--- src/rtl/mdio_pkg.sv ---
package mdio_pkg;
  localparam int PHY_W   = 5;
  localparam int REG_W   = 5;
  localparam int SEL_W   = 4;
  localparam int DATA_W  = 16;
  localparam int RATIO_W = 7;
  localparam int RATIO_MAX = 124;
  localparam int HALF_W  = $clog2(RATIO_MAX / 2 + 1);

  localparam logic ADDR_CMD  = 1'b0;
  localparam logic ADDR_DATA = 1'b1;

  typedef struct packed {
    logic [PHY_W-1:0] phy;
    logic [REG_W-1:0] regad;
    logic [SEL_W-1:0] csel;
    logic             wr;
  } mdio_cmd_t;

  // MDC period in system clocks for each divider code
  function automatic logic [RATIO_W-1:0] ratio_of(input logic [SEL_W-1:0] code);
    case (code)
      4'd0:    ratio_of = RATIO_W'(42);
      4'd1:    ratio_of = RATIO_W'(62);
      4'd2:    ratio_of = RATIO_W'(16);
      4'd3:    ratio_of = RATIO_W'(26);
      4'd4:    ratio_of = RATIO_W'(102);
      default: ratio_of = RATIO_W'(RATIO_MAX);
    endcase
  endfunction
endpackage

--- src/rtl/mdio_mdc_gen.sv ---
module mdio_mdc_gen
  import mdio_pkg::*;
(
  input  logic             clk,
  input  logic             rst_n,
  input  logic             run,
  input  logic [SEL_W-1:0] csel,
  output logic             mdc,
  output logic             rise_tick,
  output logic             fall_tick
);
  logic [RATIO_W-1:0] ratio;
  logic [HALF_W-1:0]  half_m1;
  logic [HALF_W-1:0]  cnt_q, cnt_d;
  logic               mdc_q, mdc_d;
  logic               term;

  assign ratio   = ratio_of(csel);
  assign half_m1 = ratio[RATIO_W-1:1] - HALF_W'(1);
  assign term    = run && (cnt_q == half_m1);

  always_comb begin
    cnt_d = cnt_q;
    mdc_d = mdc_q;
    if (!run) begin
      cnt_d = '0;
      mdc_d = 1'b0;
    end else if (term) begin
      cnt_d = '0;
      mdc_d = ~mdc_q;
    end else begin
      cnt_d = cnt_q + HALF_W'(1);
    end
  end

  always_ff @(posedge clk or negedge rst_n) begin
    if (!rst_n) begin
      cnt_q <= '0;
      mdc_q <= 1'b0;
    end else begin
      cnt_q <= cnt_d;
      mdc_q <= mdc_d;
    end
  end

  assign mdc       = mdc_q;
  assign rise_tick = term & ~mdc_q;
  assign fall_tick = term & mdc_q;

  AST_MDC_IDLE_LOW: assert property (@(posedge clk) disable iff (!rst_n)
    !run |-> !mdc_q);
endmodule

--- src/rtl/mdio_frame_eng.sv ---
module mdio_frame_eng
  import mdio_pkg::*;
#(
  parameter int PREAMBLE_LEN = 32
) (
  input  logic              clk,
  input  logic              rst_n,
  input  logic              launch,
  input  mdio_cmd_t         cmd,
  input  logic [DATA_W-1:0] wdata,
  input  logic              rise_tick,
  input  logic              fall_tick,
  input  logic              mdio_i,
  output logic              mdio_o,
  output logic              mdio_oe,
  output logic              active,
  output logic              done,
  output logic [DATA_W-1:0] rdata
);
  localparam int FRAME_W = PREAMBLE_LEN + 4 + PHY_W + REG_W + 2 + DATA_W;
  localparam int TA_IDX  = PREAMBLE_LEN + 4 + PHY_W + REG_W;
  localparam int DAT_IDX = TA_IDX + 2;
  localparam int IDX_W   = $clog2(FRAME_W);

  logic [FRAME_W-1:0] sh_q, sh_d;
  logic [IDX_W-1:0]   idx_q, idx_d;
  logic               act_q, act_d;
  logic               rd_q, rd_d;
  logic [DATA_W-1:0]  cap_q, cap_d;
  logic               last_bit;
  logic [1:0]         op_bits, ta_bits;
  logic [DATA_W-1:0]  tx_data;

  assign last_bit = (idx_q == IDX_W'(FRAME_W - 1));
  assign op_bits  = cmd.wr ? 2'b01 : 2'b10;
  assign ta_bits  = cmd.wr ? 2'b10 : 2'b11;
  assign tx_data  = cmd.wr ? wdata : '1;

  always_comb begin
    sh_d  = sh_q;
    idx_d = idx_q;
    act_d = act_q;
    rd_d  = rd_q;
    cap_d = cap_q;
    if (launch) begin
      sh_d  = {{PREAMBLE_LEN{1'b1}}, 2'b01, op_bits, cmd.phy, cmd.regad, ta_bits, tx_data};
      idx_d = '0;
      act_d = 1'b1;
      rd_d  = ~cmd.wr;
    end else if (act_q && fall_tick) begin
      if (last_bit) begin
        act_d = 1'b0;
      end else begin
        idx_d = idx_q + IDX_W'(1);
        sh_d  = {sh_q[FRAME_W-2:0], 1'b1};
      end
    end
    if (act_q && rd_q && rise_tick && (idx_q >= IDX_W'(DAT_IDX))) begin
      cap_d = {cap_q[DATA_W-2:0], mdio_i};
    end
  end

  always_ff @(posedge clk or negedge rst_n) begin
    if (!rst_n) begin
      sh_q  <= '1;
      idx_q <= '0;
      act_q <= 1'b0;
      rd_q  <= 1'b0;
      cap_q <= '0;
    end else begin
      sh_q  <= sh_d;
      idx_q <= idx_d;
      act_q <= act_d;
      rd_q  <= rd_d;
      cap_q <= cap_d;
    end
  end

  assign mdio_o  = act_q ? sh_q[FRAME_W-1] : 1'b1;
  assign mdio_oe = act_q & ~(rd_q & (idx_q >= IDX_W'(TA_IDX)));
  assign active  = act_q;
  assign done    = act_q & fall_tick & last_bit;
  assign rdata   = cap_q;

  AST_PREAMBLE_DRIVEN: assert property (@(posedge clk) disable iff (!rst_n)
    (act_q && idx_q < IDX_W'(PREAMBLE_LEN)) |-> (mdio_o && mdio_oe));
  AST_NO_RELAUNCH: assert property (@(posedge clk) disable iff (!rst_n)
    act_q |-> !launch);
endmodule

--- src/rtl/mdio_mgmt_regs.sv ---
module mdio_mgmt_regs
  import mdio_pkg::*;
(
  input  logic              clk,
  input  logic              rst_n,
  input  logic              bus_wr,
  input  logic              bus_addr,
  input  logic [DATA_W-1:0] bus_wdata,
  input  logic              done,
  input  logic [DATA_W-1:0] rx_data,
  output logic [DATA_W-1:0] bus_rdata,
  output mdio_cmd_t         cmd,
  output logic [DATA_W-1:0] data,
  output logic              busy,
  output logic              launch
);
  mdio_cmd_t         cmd_q, cmd_d;
  logic [DATA_W-1:0] dat_q, dat_d;
  logic              busy_q, busy_d;
  logic              launch_q, launch_d;
  logic              cmd_we, dat_we;

  assign cmd_we = bus_wr && (bus_addr == ADDR_CMD) && !busy_q;
  assign dat_we = bus_wr && (bus_addr == ADDR_DATA) && !busy_q;

  always_comb begin
    cmd_d    = cmd_q;
    dat_d    = dat_q;
    busy_d   = busy_q;
    launch_d = 1'b0;
    if (cmd_we) begin
      cmd_d    = bus_wdata[DATA_W-1:1];
      busy_d   = bus_wdata[0];
      launch_d = bus_wdata[0];
    end else if (done) begin
      busy_d = 1'b0;
      if (!cmd_q.wr) dat_d = rx_data;
    end
    if (dat_we) dat_d = bus_wdata;
  end

  always_ff @(posedge clk or negedge rst_n) begin
    if (!rst_n) begin
      cmd_q    <= '0;
      dat_q    <= '0;
      busy_q   <= 1'b0;
      launch_q <= 1'b0;
    end else begin
      cmd_q    <= cmd_d;
      dat_q    <= dat_d;
      busy_q   <= busy_d;
      launch_q <= launch_d;
    end
  end

  assign bus_rdata = (bus_addr == ADDR_CMD) ? {cmd_q, busy_q} : dat_q;
  assign cmd       = cmd_q;
  assign data      = dat_q;
  assign busy      = busy_q;
  assign launch    = launch_q;

  AST_CMD_IGNORED_BUSY: assert property (@(posedge clk) disable iff (!rst_n)
    (busy_q && bus_wr && bus_addr == ADDR_CMD) |=> $stable(cmd_q));
  AST_BUSY_CLEARS_AT_END: assert property (@(posedge clk) disable iff (!rst_n)
    $fell(busy_q) |-> $past(done));
endmodule

--- src/rtl/mdio_mgmt_master.sv ---
module mdio_mgmt_master
  import mdio_pkg::*;
#(
  parameter int PREAMBLE_LEN = 32
) (
  input  logic        clk,
  input  logic        rst_n,
  input  logic        bus_wr,
  input  logic        bus_addr,
  input  logic [15:0] bus_wdata,
  output logic [15:0] bus_rdata,
  output logic        mdc,
  output logic        mdio_o,
  output logic        mdio_oe,
  input  logic        mdio_i
);
  mdio_cmd_t         cmd;
  logic [DATA_W-1:0] data, rx_data;
  logic              busy, launch, done, active;
  logic              rise_tick, fall_tick;

  mdio_mgmt_regs u_regs (
    .clk(clk), .rst_n(rst_n), .bus_wr(bus_wr), .bus_addr(bus_addr),
    .bus_wdata(bus_wdata), .done(done), .rx_data(rx_data),
    .bus_rdata(bus_rdata), .cmd(cmd), .data(data), .busy(busy), .launch(launch)
  );

  mdio_mdc_gen u_mdc (
    .clk(clk), .rst_n(rst_n), .run(active), .csel(cmd.csel),
    .mdc(mdc), .rise_tick(rise_tick), .fall_tick(fall_tick)
  );

  mdio_frame_eng #(.PREAMBLE_LEN(PREAMBLE_LEN)) u_eng (
    .clk(clk), .rst_n(rst_n), .launch(launch), .cmd(cmd), .wdata(data),
    .rise_tick(rise_tick), .fall_tick(fall_tick), .mdio_i(mdio_i),
    .mdio_o(mdio_o), .mdio_oe(mdio_oe), .active(active), .done(done),
    .rdata(rx_data)
  );

  AST_MDIO_STABLE_MDC_HIGH: assert property (@(posedge clk) disable iff (!rst_n)
    (mdc && $past(mdc)) |-> ($stable(mdio_o) && $stable(mdio_oe)));
  AST_OE_ONLY_BUSY: assert property (@(posedge clk) disable iff (!rst_n)
    mdio_oe |-> busy);
  AST_MDC_IDLE_NOT_BUSY: assert property (@(posedge clk) disable iff (!rst_n)
    !busy |-> !mdc);
endmodule

--- config.mk ---
export PLATFORM = sky130hd
export DESIGN_NAME = mdio_mgmt_master
export DESIGN_NICKNAME = d
export VERILOG_FILES = /design/src/rtl/mdio_pkg.sv /design/src/rtl/mdio_mdc_gen.sv /design/src/rtl/mdio_frame_eng.sv /design/src/rtl/mdio_mgmt_regs.sv /design/src/rtl/mdio_mgmt_master.sv
export SDC_FILE = /design/constraint.sdc
export NUM_CORES = 1
export LEC_CHECK = 0
export BUFFER_PORTS_ARGS = -buffer_cell sky130_fd_sc_hd__buf_2
export CAP_MARGIN = 25
export CELL_PAD_IN_SITES_DETAIL_PLACEMENT = 0
export CELL_PAD_IN_SITES_GLOBAL_PLACEMENT = 2
export CORE_UTILIZATION = 44
export CTS_CLUSTER_SIZE = 20
export DETAILED_ROUTE_END_ITERATION = 7
export GPL_ROUTABILITY_DRIVEN = 0
export PLACE_DENSITY_LB_ADDON = 0.1
export RECOVER_POWER = 50
export SLEW_MARGIN = 10
export SYNTH_ARGS = -nofsm -noshare
export SYNTH_HDL_FRONTEND = slang
export SYNTH_SLANG_ARGS = --single-unit
--- constraint.sdc ---
create_clock -name clk -period 4.7 [get_ports clk]
set_clock_uncertainty 0.05 [all_clocks]
set_input_delay 0.47 -clock clk [delete_from_list [all_inputs] [get_ports clk]]
set_output_delay 0.47 -clock clk [all_outputs]
set_load 0.05 [all_outputs]
==> impl.org, run 1 <==
** Outcome
- The flow ran to the end, but the final reports show violations.
- The checks that failed: max-capacitance violations, max-slew violations.

** Yosys
- Synthesis inferred 128 register bits.
- Main combinational cell family by area after synthesis :: simple AND/OR/NAND/NOR gates
- Measured against the total synthesized area, the mux share comes to about an eighth.
- Synth Cell Area :: 6020 sq um
- Counting flops with an async set or reset pin after synthesis yields a share of 100%.
- Xor/xnor cell area share of the yosys netlist :: under 10%
- The number of nets handed over by synthesis was 561.
- Summing the areas of all compound-gate instances in the mapped netlist gives 12.7% of the synthesized area.
- Top flip-flop cell by instance count after synthesis :: sky130_fd_sc_hd__dfstp_2
- Unique masters post-synth :: 43
- The Yosys step of the flow raised 0 warnings.
- Proportion of synthesized chip area in sequential cells :: 54.5%
- Number of instances in the synthesized netlist :: about 540
- Basic-gate share of the synthesized area counting and, or, nand and nor cells :: 15.8%
- A synthesized cell averages 11.2 sq um.
- The synthesized design contains 0 enable-type register cells.
- Adder-cell area share of the yosys netlist :: 0.416%

** STA
- For the pin with the worst max-slew slack, the measured transition is 1.95 ns.
- Setup repair after global routing left no endpoint under its margin.
- Headroom to the max-slew limit came out at -30.1%.
- After routing, the total negative slack on setup checks comes to 0 ns.
- The worst path uses approximately 65% of the clock period.
- Once routing completed, OpenROAD measured the worst setup slack at 1.67 ns.
- The number of hold-slack violations in the final timing report is 0.
- The smallest clock period supported by the final layout is computed as 3.03 ns.
- Achievable Freq :: 329 MHz
- Final number of setup-violating endpoints :: 0
- Hold Worst Slack :: 0.146 ns
- The number of max-slew violations in the final report came to 36.

** Layout
- In the final layout, the multi-input gates occupy roughly 2500 sq um.
- Summing all flip-flop and latch instances after layout gives 3280 sq um.
- For this run, the post-layout net count is slightly below 600.
- Proportion of layout cells with a drive suffix above 1 :: 36.5%
- Final instance count without filler cells :: 752
- Compared with the post-synthesis result, the final layout area differs by 15.4%.
- 0 antenna diodes ended up in the layout.
- The layout has 1188 filler cells.

** Detailed routing
- Average detailed-routed wire length per instance :: 17.6 microns
- In the routed layout, each cell is associated on average with a via count of 5.61.
- Across all layers, the routed design uses approximately 4200 vias.
- In this run the remaining antenna-violating nets after routing total 0.
- DR pass1 iterations :: 4
- After the first detailed-routing iteration, the DRC count stood at roughly 230.
- Residual DRC count :: 0
- Sum of routed wire length over all layers :: roughly 13000 microns

** Placement
- Detailed placement ended at an HPWL of 8340 microns.
- Count of placed standard cells including taps :: roughly 720
- Prior to clock tree synthesis, the placed netlist has a worst setup slack of 1.48 ns.
- Count of port buffers added during placement :: 39

** Worst setup path
- Slowest stage cell, crit path :: sky130_fd_sc_hd__a21o_1
- Of all nets on the critical path, the largest fanout is 20.
- Worst path cell trace :: xor2_1, o211ai_1, a21o_1, nand3_4, nor4_4, buf_6, mux2_2
- CP endpoint kind :: flip-flop
- In this design, the stage delay of the slowest critical-path cell is 0.63 ns.
- STA classifies the critical path startpoint as a flip-flop.
- Critical path class :: flip-flop to flip-flop
- Arrival time at the worst endpoint :: 3.28 ns
- At the worst endpoint, the required time is 4.95 ns.

** GRT
- Wire length of the first global-routing pass :: 22400 microns
- The initial antenna violation count came to 0.
- Tot GR Track Use :: approximately 21%
- Largest net degree at the start of global routing :: 90
- Global routing finished with a remaining overflow of 0.
- The number of global-route vias before repair came to roughly 4200.

** Clock tree
- TritonCTS built the clock tree.
- The H-tree generated during clock tree synthesis spans 4 levels.
- CTS saw 128 sinks.
- Once the clock tree was built, the resizer swapped 0 gates to a different size.
- Number of hold buffers added after cts :: 0
- In this run the clock root is driven by a sky130_fd_sc_hd__clkbuf_16.
- Clock transition at path regs :: roughly 0.060 ns
- The clock reaches the later pin of the worst-skew pair after 0.41 ns.
- Buffers added to address setup during post-CTS repair amount to 0.
- Maximum clock insertion buffer count :: 2
- In this run, CTS created clock tree buffers numbering 17.

** Pwr
- Power spread over the standard cell area amounts to around 590 nW/um^2.
- For this design the static power due to leakage is around 3.1 nW.
- Max rail drop VDD :: 0.294 mV

** Die
- In this run the core area contains 42 standard-cell rows.
- Die X-Extent :: 119 microns
- Die height :: 119 microns
- Die Footprint :: 14200 sq um
- In this run the count of I/O pins placed on the die edge is 40.
- Once the floorplan was initialized, standard cells occupied a little under half of the core.
- Core footprint :: around 13000 sq um

** Worst hold path
- Kind of path behind the tightest hold check :: primary input to asynchronous set/reset pin

** Job
- The tool flagged a number of max-cap violations equal to 1.
## through the flow
| stage | power, mW | utilization (%) | area [sq um] |
|---|---|---|---|
| after floorplan | 2.53 | - | 6020 |
| after global placement | 2.77 | 47.7 | 6340 |
| after detailed placement | 2.80 | 47.8 | 6350 |
| after CTS | 4.13 | 52.3 | 6950 |
| after global routing | 4.32 | 52.3 | 6950 |
| final | 4.09 | 52.3 | 6950 |
## area by class of cell
class	count	area share (%)
inverters	7	0.378
well taps	176	3.17
repair buffers	49	3.93
multi-input cells	360	36.6
clock buffers	23	7.19
clock inverters	9	1.48
flip-flops and latches	128	47.3
## layer usage
| metal | wire length, microns | vias to the layer above | part of all wire, % | global-route usage, % |
|---|---|---|---|---|
| met3 | 388 | 9 | 2.9 | 4.74 |
| met4 | 102 | 0 | 0.77 | 6.41 |
| met5 | 0 | - | 0 | 0 |
| met1 | 6640 | 2132 | 50 | 29.9 |
| met2 | 6140 | 63 | 46 | 30.6 |
| li1 | - | 2017 | - | - |
## state kept, by name, indices dropped and copies added (netlist names)
name / cells
u_regs.busy: 1
u_eng.sh_q: 64
u_regs.cmd: 15
u_eng.idx_q: 6
u_mdc.cnt_q: 6
u_regs.data: 16
u_mdc.mdc: 1
u_regs.launch: 1
u_eng.active: 1
u_eng.rd_q: 1
u_eng.rdata: 16
## logic make-up (layout without fill, tap and decap cells)
logic type	count (synthesis)	in the layout
AO/OA/AOI/OAI	100	100
XOR/XNOR	8	8
adder cells (fa/ha/maj)	2	2
buffers and inverters	50	88
flip-flops	128	128
multiplexers	64	64
AND/OR/NAND/NOR	186	186
## worst max-delay path, delay by kind of cell (launching register included)
family,cells,cell delay (ns)
compound gates,2,0.79
xor+xnor,1,0.19
buf+inv,1,0.24
flops,1,0.45
mux,1,0.34
simple gates,2,0.85
## Yosys cell counts (11+ instances only)
library cell,n,area [sq um]
sky130_fd_sc_hd__a31oi_1,18,113
sky130_fd_sc_hd__nor2_1,56,210
sky130_fd_sc_hd__mux2_2,62,698
sky130_fd_sc_hd__dfrtp_1,64,1600
sky130_fd_sc_hd__dfstp_2,64,1680
sky130_fd_sc_hd__a211o_1,36,315
sky130_fd_sc_hd__nand2_1,27,101
sky130_fd_sc_hd__o21ai_0,11,55.1
sky130_fd_sc_hd__a211oi_1,16,120
sky130_fd_sc_hd__clkbuf_1,36,135
sky130_fd_sc_hd__and3_1,37,231
sky130_fd_sc_hd__nand4_1,20,125
sky130_fd_sc_hd__nor3_1,17,85.1
## placed cells by master (no fill, tap or decap), types with 2 or more instances in the layout
cell                        netlist  layout
sky130_fd_sc_hd__inv_1            7       7
sky130_fd_sc_hd__clkinv_2         0       4
sky130_fd_sc_hd__dfstp_2         64      64
sky130_fd_sc_hd__or3_1            4       4
sky130_fd_sc_hd__nand2_1         27      27
sky130_fd_sc_hd__ha_1             2       2
sky130_fd_sc_hd__nor2_1          56      56
sky130_fd_sc_hd__o311a_1          2       2
sky130_fd_sc_hd__nand4_1         20      20
sky130_fd_sc_hd__a21oi_1          5       5
sky130_fd_sc_hd__nand2b_1         4       4
sky130_fd_sc_hd__nor3_1          17      17
sky130_fd_sc_hd__mux2i_1          2       2
sky130_fd_sc_hd__bufinv_16        0       2
sky130_fd_sc_hd__buf_4            0       6
sky130_fd_sc_hd__a21o_1           4       4
sky130_fd_sc_hd__and3_1          37      37
sky130_fd_sc_hd__clkbuf_8         0       3
sky130_fd_sc_hd__a211oi_1        16      16
sky130_fd_sc_hd__clkbuf_1        36       5
sky130_fd_sc_hd__nand3_1         10      10
sky130_fd_sc_hd__xnor2_1          3       3
sky130_fd_sc_hd__and2_0           1       2
sky130_fd_sc_hd__a31oi_1         18      17
sky130_fd_sc_hd__mux2_2          62      62
sky130_fd_sc_hd__and2_1           3       2
sky130_fd_sc_hd__xor2_1           5       5
sky130_fd_sc_hd__a211o_1         36      36
sky130_fd_sc_hd__o21ai_0         11      11
sky130_fd_sc_hd__buf_2            3      38
sky130_fd_sc_hd__dfrtp_1         64      63
sky130_fd_sc_hd__clkbuf_16        0      18
## worst paths after layout
kind	startpoint	to	slack (ns)	cells after the start
min	rst_n	u_eng.idx_q[5]	0.15	1
max in group asynchronous	rst_n	u_regs.cmd[0]	2.13	2
max reg2reg	u_regs.cmd[3]	u_eng.rdata[11]	1.67	7
min reg2reg	u_eng.rdata[15]	u_eng.rdata[15]	0.46	1
max	u_regs.cmd[3]	u_eng.rdata[11]	1.67	7
min in group clk	bus_wdata[3]	u_regs.cmd[2]	0.23	3
## power breakdown
group | internal (mW) | total (mW) | switching, mW
combinational | 0.404 | 0.954 | 0.550
sequential | 1.57 | 1.82 | 0.255
clock | 0.851 | 1.31 | 0.460
total | 2.82 | 4.09 | 1.26
No activity file was read; power rests on OpenSTA's default activity.
==> run 2, diff against run 1 <==
CORE_UTILIZATION = 37   (was 44)
clock period = 2.5 ns   (was 4.7 ns; I/O delays follow)
==> run 2 against run 1 <==
The run now ends clean. First-iteration DRC count is 9.6% lower. Sequential power up 87%. Register-to-register slack worse by 1.6 ns. Utilization shrank 6.3 points. Design area is 5.0% higher. Count of clock-buffer cells in the layout is 5 lower.
==> impl.org, run 2 (synthesized netlist as in run 1, its figures left out) <==
** Placement
- Dpl hpwl :: 8990 microns
- At the placement stage, the worst setup path has a slack of 0.0996 ns.
- Buffers placed on the I/O ports in this run total 39.
- Count of placed standard cells including taps :: between 700 and 800

** STA
- Count of pins over their slew limit :: 0
- On the final layout, the worst hold slack is 0.0347 ns.
- Achievable Freq :: 415 MHz
- Share of the clock period used by the worst path after layout :: 96.5%
- At the pin with the least slew margin, the transition time is 1.17 ns.
- The number of hold-slack violations in the final timing report is 0.
- Final number of setup-violating endpoints :: 0
- The worst path meets setup with 0.0887 ns of slack.
- The worst pin sits at a relative slew slack of a little over a fifth.
- For the finished layout, the period the worst path requires is 2.41 ns.

** Die
- For this configuration, the core starts out at a cell density of 37.9%.
- Core footprint :: 15900 sq um
- Die height :: 130 microns
- 40 I/O pins were placed.
- The floorplan step set the die width to 130 microns.
- The floorplan has 46 rows.
- The die covers between 15000 and 20000 sq um.

** GRT
- Vias in the first global route :: 4369
- Antenna violations before repair :: 0
- Entering global routing, the biggest net connects 64 pins.
- Wire length of the first global-routing pass :: 22900 microns
- For this run the aggregate overflow at the end of global routing stands at 0.
- Tot GR Track Use :: 17.9%

** Worst setup path
- STA puts the critical path data required time at 2.75 ns.
- The worst setup path is launched from a flip-flop.
- STA puts the critical path data arrival time at 2.66 ns.
- STA classifies the critical path endpoint as a flip-flop.
- The critical path is of the flip-flop to flip-flop type.
- Top fanout value on the critical path :: 8

** Pwr
- Power Dens Cells :: 1130 nW/um^2
- Static Leak :: 3.22 nW
- The clock network is responsible for between 30% and 40% of the overall power.
- Reg power frac :: between 40% and 50%
- Max rail drop VDD :: between 0.5 and 0.6 mV
- Gate power share :: roughly 23%
- The internal portion of the total power is 5.75 mW.
- Net switching power figure :: 2.46 mW
- Net switching is 29.9% of the power.

** Clock tree
- Counting every sink on the clock net gives about 130.
- Count of H-tree levels built during CTS :: 4
- Clock latency reported for the late side of the worst-skew pair :: between 0.4 and 0.5 ns
- Clock transition at path regs :: 0.06 ns
- TritonCTS built the clock tree.
- Buffers inserted during clock tree synthesis total 17.
- In this run the clock root is driven by a sky130_fd_sc_hd__clkbuf_16.
- Maximum clock insertion buffer count :: 2

** Detailed routing
- Average detailed-routed wire length per instance :: between 15 and 20 microns
- DR pass1 iterations :: 4
- Vias per inst :: 5.26
- The detailed router finished its first iteration with approximately 200 violations.
- Wires add up to 14000 microns.
- In this run the remaining antenna-violating nets after routing total 0.
- Residual DRC count :: 0
- Vias :: 4241

** Layout
- Largest reg by FF count :: u_eng.sh_q
- Diode count :: 0
- Compared with the post-synthesis result, the final layout area differs by 21.2%.
- Cells with a size suffix above 1 make up around two fifths of the layout.
- Core occupancy in the finished layout :: 45.9%
- Final instance count without filler cells :: 807
- Number of flip-flops in the largest register :: 64
- The net count of the finished layout is ~600.
- Commonest cells after routing, fill and taps aside :: sky130_fd_sc_hd__dfrtp_1 (64), sky130_fd_sc_hd__dfstp_2 (64), sky130_fd_sc_hd__mux2_2 (62)

** Outcome
- Status :: finished, final reports clean

** Job
- Maximum Capacitance Violations :: 0

** Worst hold path
- In this run the worst hold path is classified as primary input to flip-flop.
[run 2: what timing repair did]
| action | 4_1_cts | 5_1_grt |
|---|---|---|
| hold endpoints to repair | 32 | 0 |
| gates resized for setup | 0 | 3 |
| endpoints found under the setup margin | 0 | 30 |
| hold buffers | 2 | 0 |
| buffers inserted | 0 | 1 |
[run 2: power by group through the flow]
stage                     Sequential (mW)  Combinational, mW  Clock (mW)
after floorplan                      3.26               1.52           0
after global placement               3.40               1.87           0
after detailed placement             3.42               1.90           0
after CTS                            3.39               1.91        2.99
after global routing                 3.48               2.08        3.08
final                                3.40               1.89        2.93
[run 2: stage by stage]
stage                     TNS, ns  total power, mW  cell area (sq um)
after floorplan            -0.200             4.77               6020
after global placement          0             5.27               6560
after detailed placement        0             5.32               6560
after CTS                       0             8.29               7280
after global routing      -0.0937             8.63               7290
final                           0             8.21               7290
[run 2: path summary, 6_finish.rpt]
check / from / to / slack [ns] / depth (start not counted)
worst max register to register: u_regs.cmd[4] / u_eng.rdata[11] / 0.09 / 8
worst min register to register: u_eng.rdata[15] / u_eng.rdata[15] / 0.47 / 1
worst max-delay path: u_regs.cmd[4] / u_eng.rdata[11] / 0.09 / 8
min in group asynchronous: rst_n / u_eng.active / 0.52 / 2
worst min-delay path: bus_wdata[3] / u_regs.cmd[2] / 0.03 / 3
max in group asynchronous: rst_n / u_regs.data[14] / 0.54 / 3
[run 2: area by class of cell]
cell class,instances,area [sq um]
clock buffers,18,439
repair buffers,64,465
multi-input cells,360,2550
fillers,1531,8590
clock inverters,14,260
flip-flops and latches,128,3280
well taps,216,270
inverters,7,26.3
[run 2: routing by layer]
| layer | vias to the layer above | global-route usage (%) | routed length, microns |
|---|---|---|---|
| met1 | 2134 | 24.6 | 6950 |
| met2 | 44 | 27.5 | 6490 |
| met5 | - | 0 | 0 |
| li1 | 2050 | - | - |
| met4 | 0 | 6.98 | 181 |
| met3 | 13 | 4.13 | 342 |
[run 2: critical path, cell delays in order, from the launching register on]
cell and delay (ns):
sky130_fd_sc_hd__dfrtp_1 0.37, sky130_fd_sc_hd__or2_4 0.28, sky130_fd_sc_hd__a211o_1 0.31, sky130_fd_sc_hd__a221oi_4 0.35, sky130_fd_sc_hd__nand3_4 0.12, sky130_fd_sc_hd__nor4_4 0.16
sky130_fd_sc_hd__buf_6 0.16, sky130_fd_sc_hd__clkbuf_16 0.15, sky130_fd_sc_hd__mux2_2 0.33
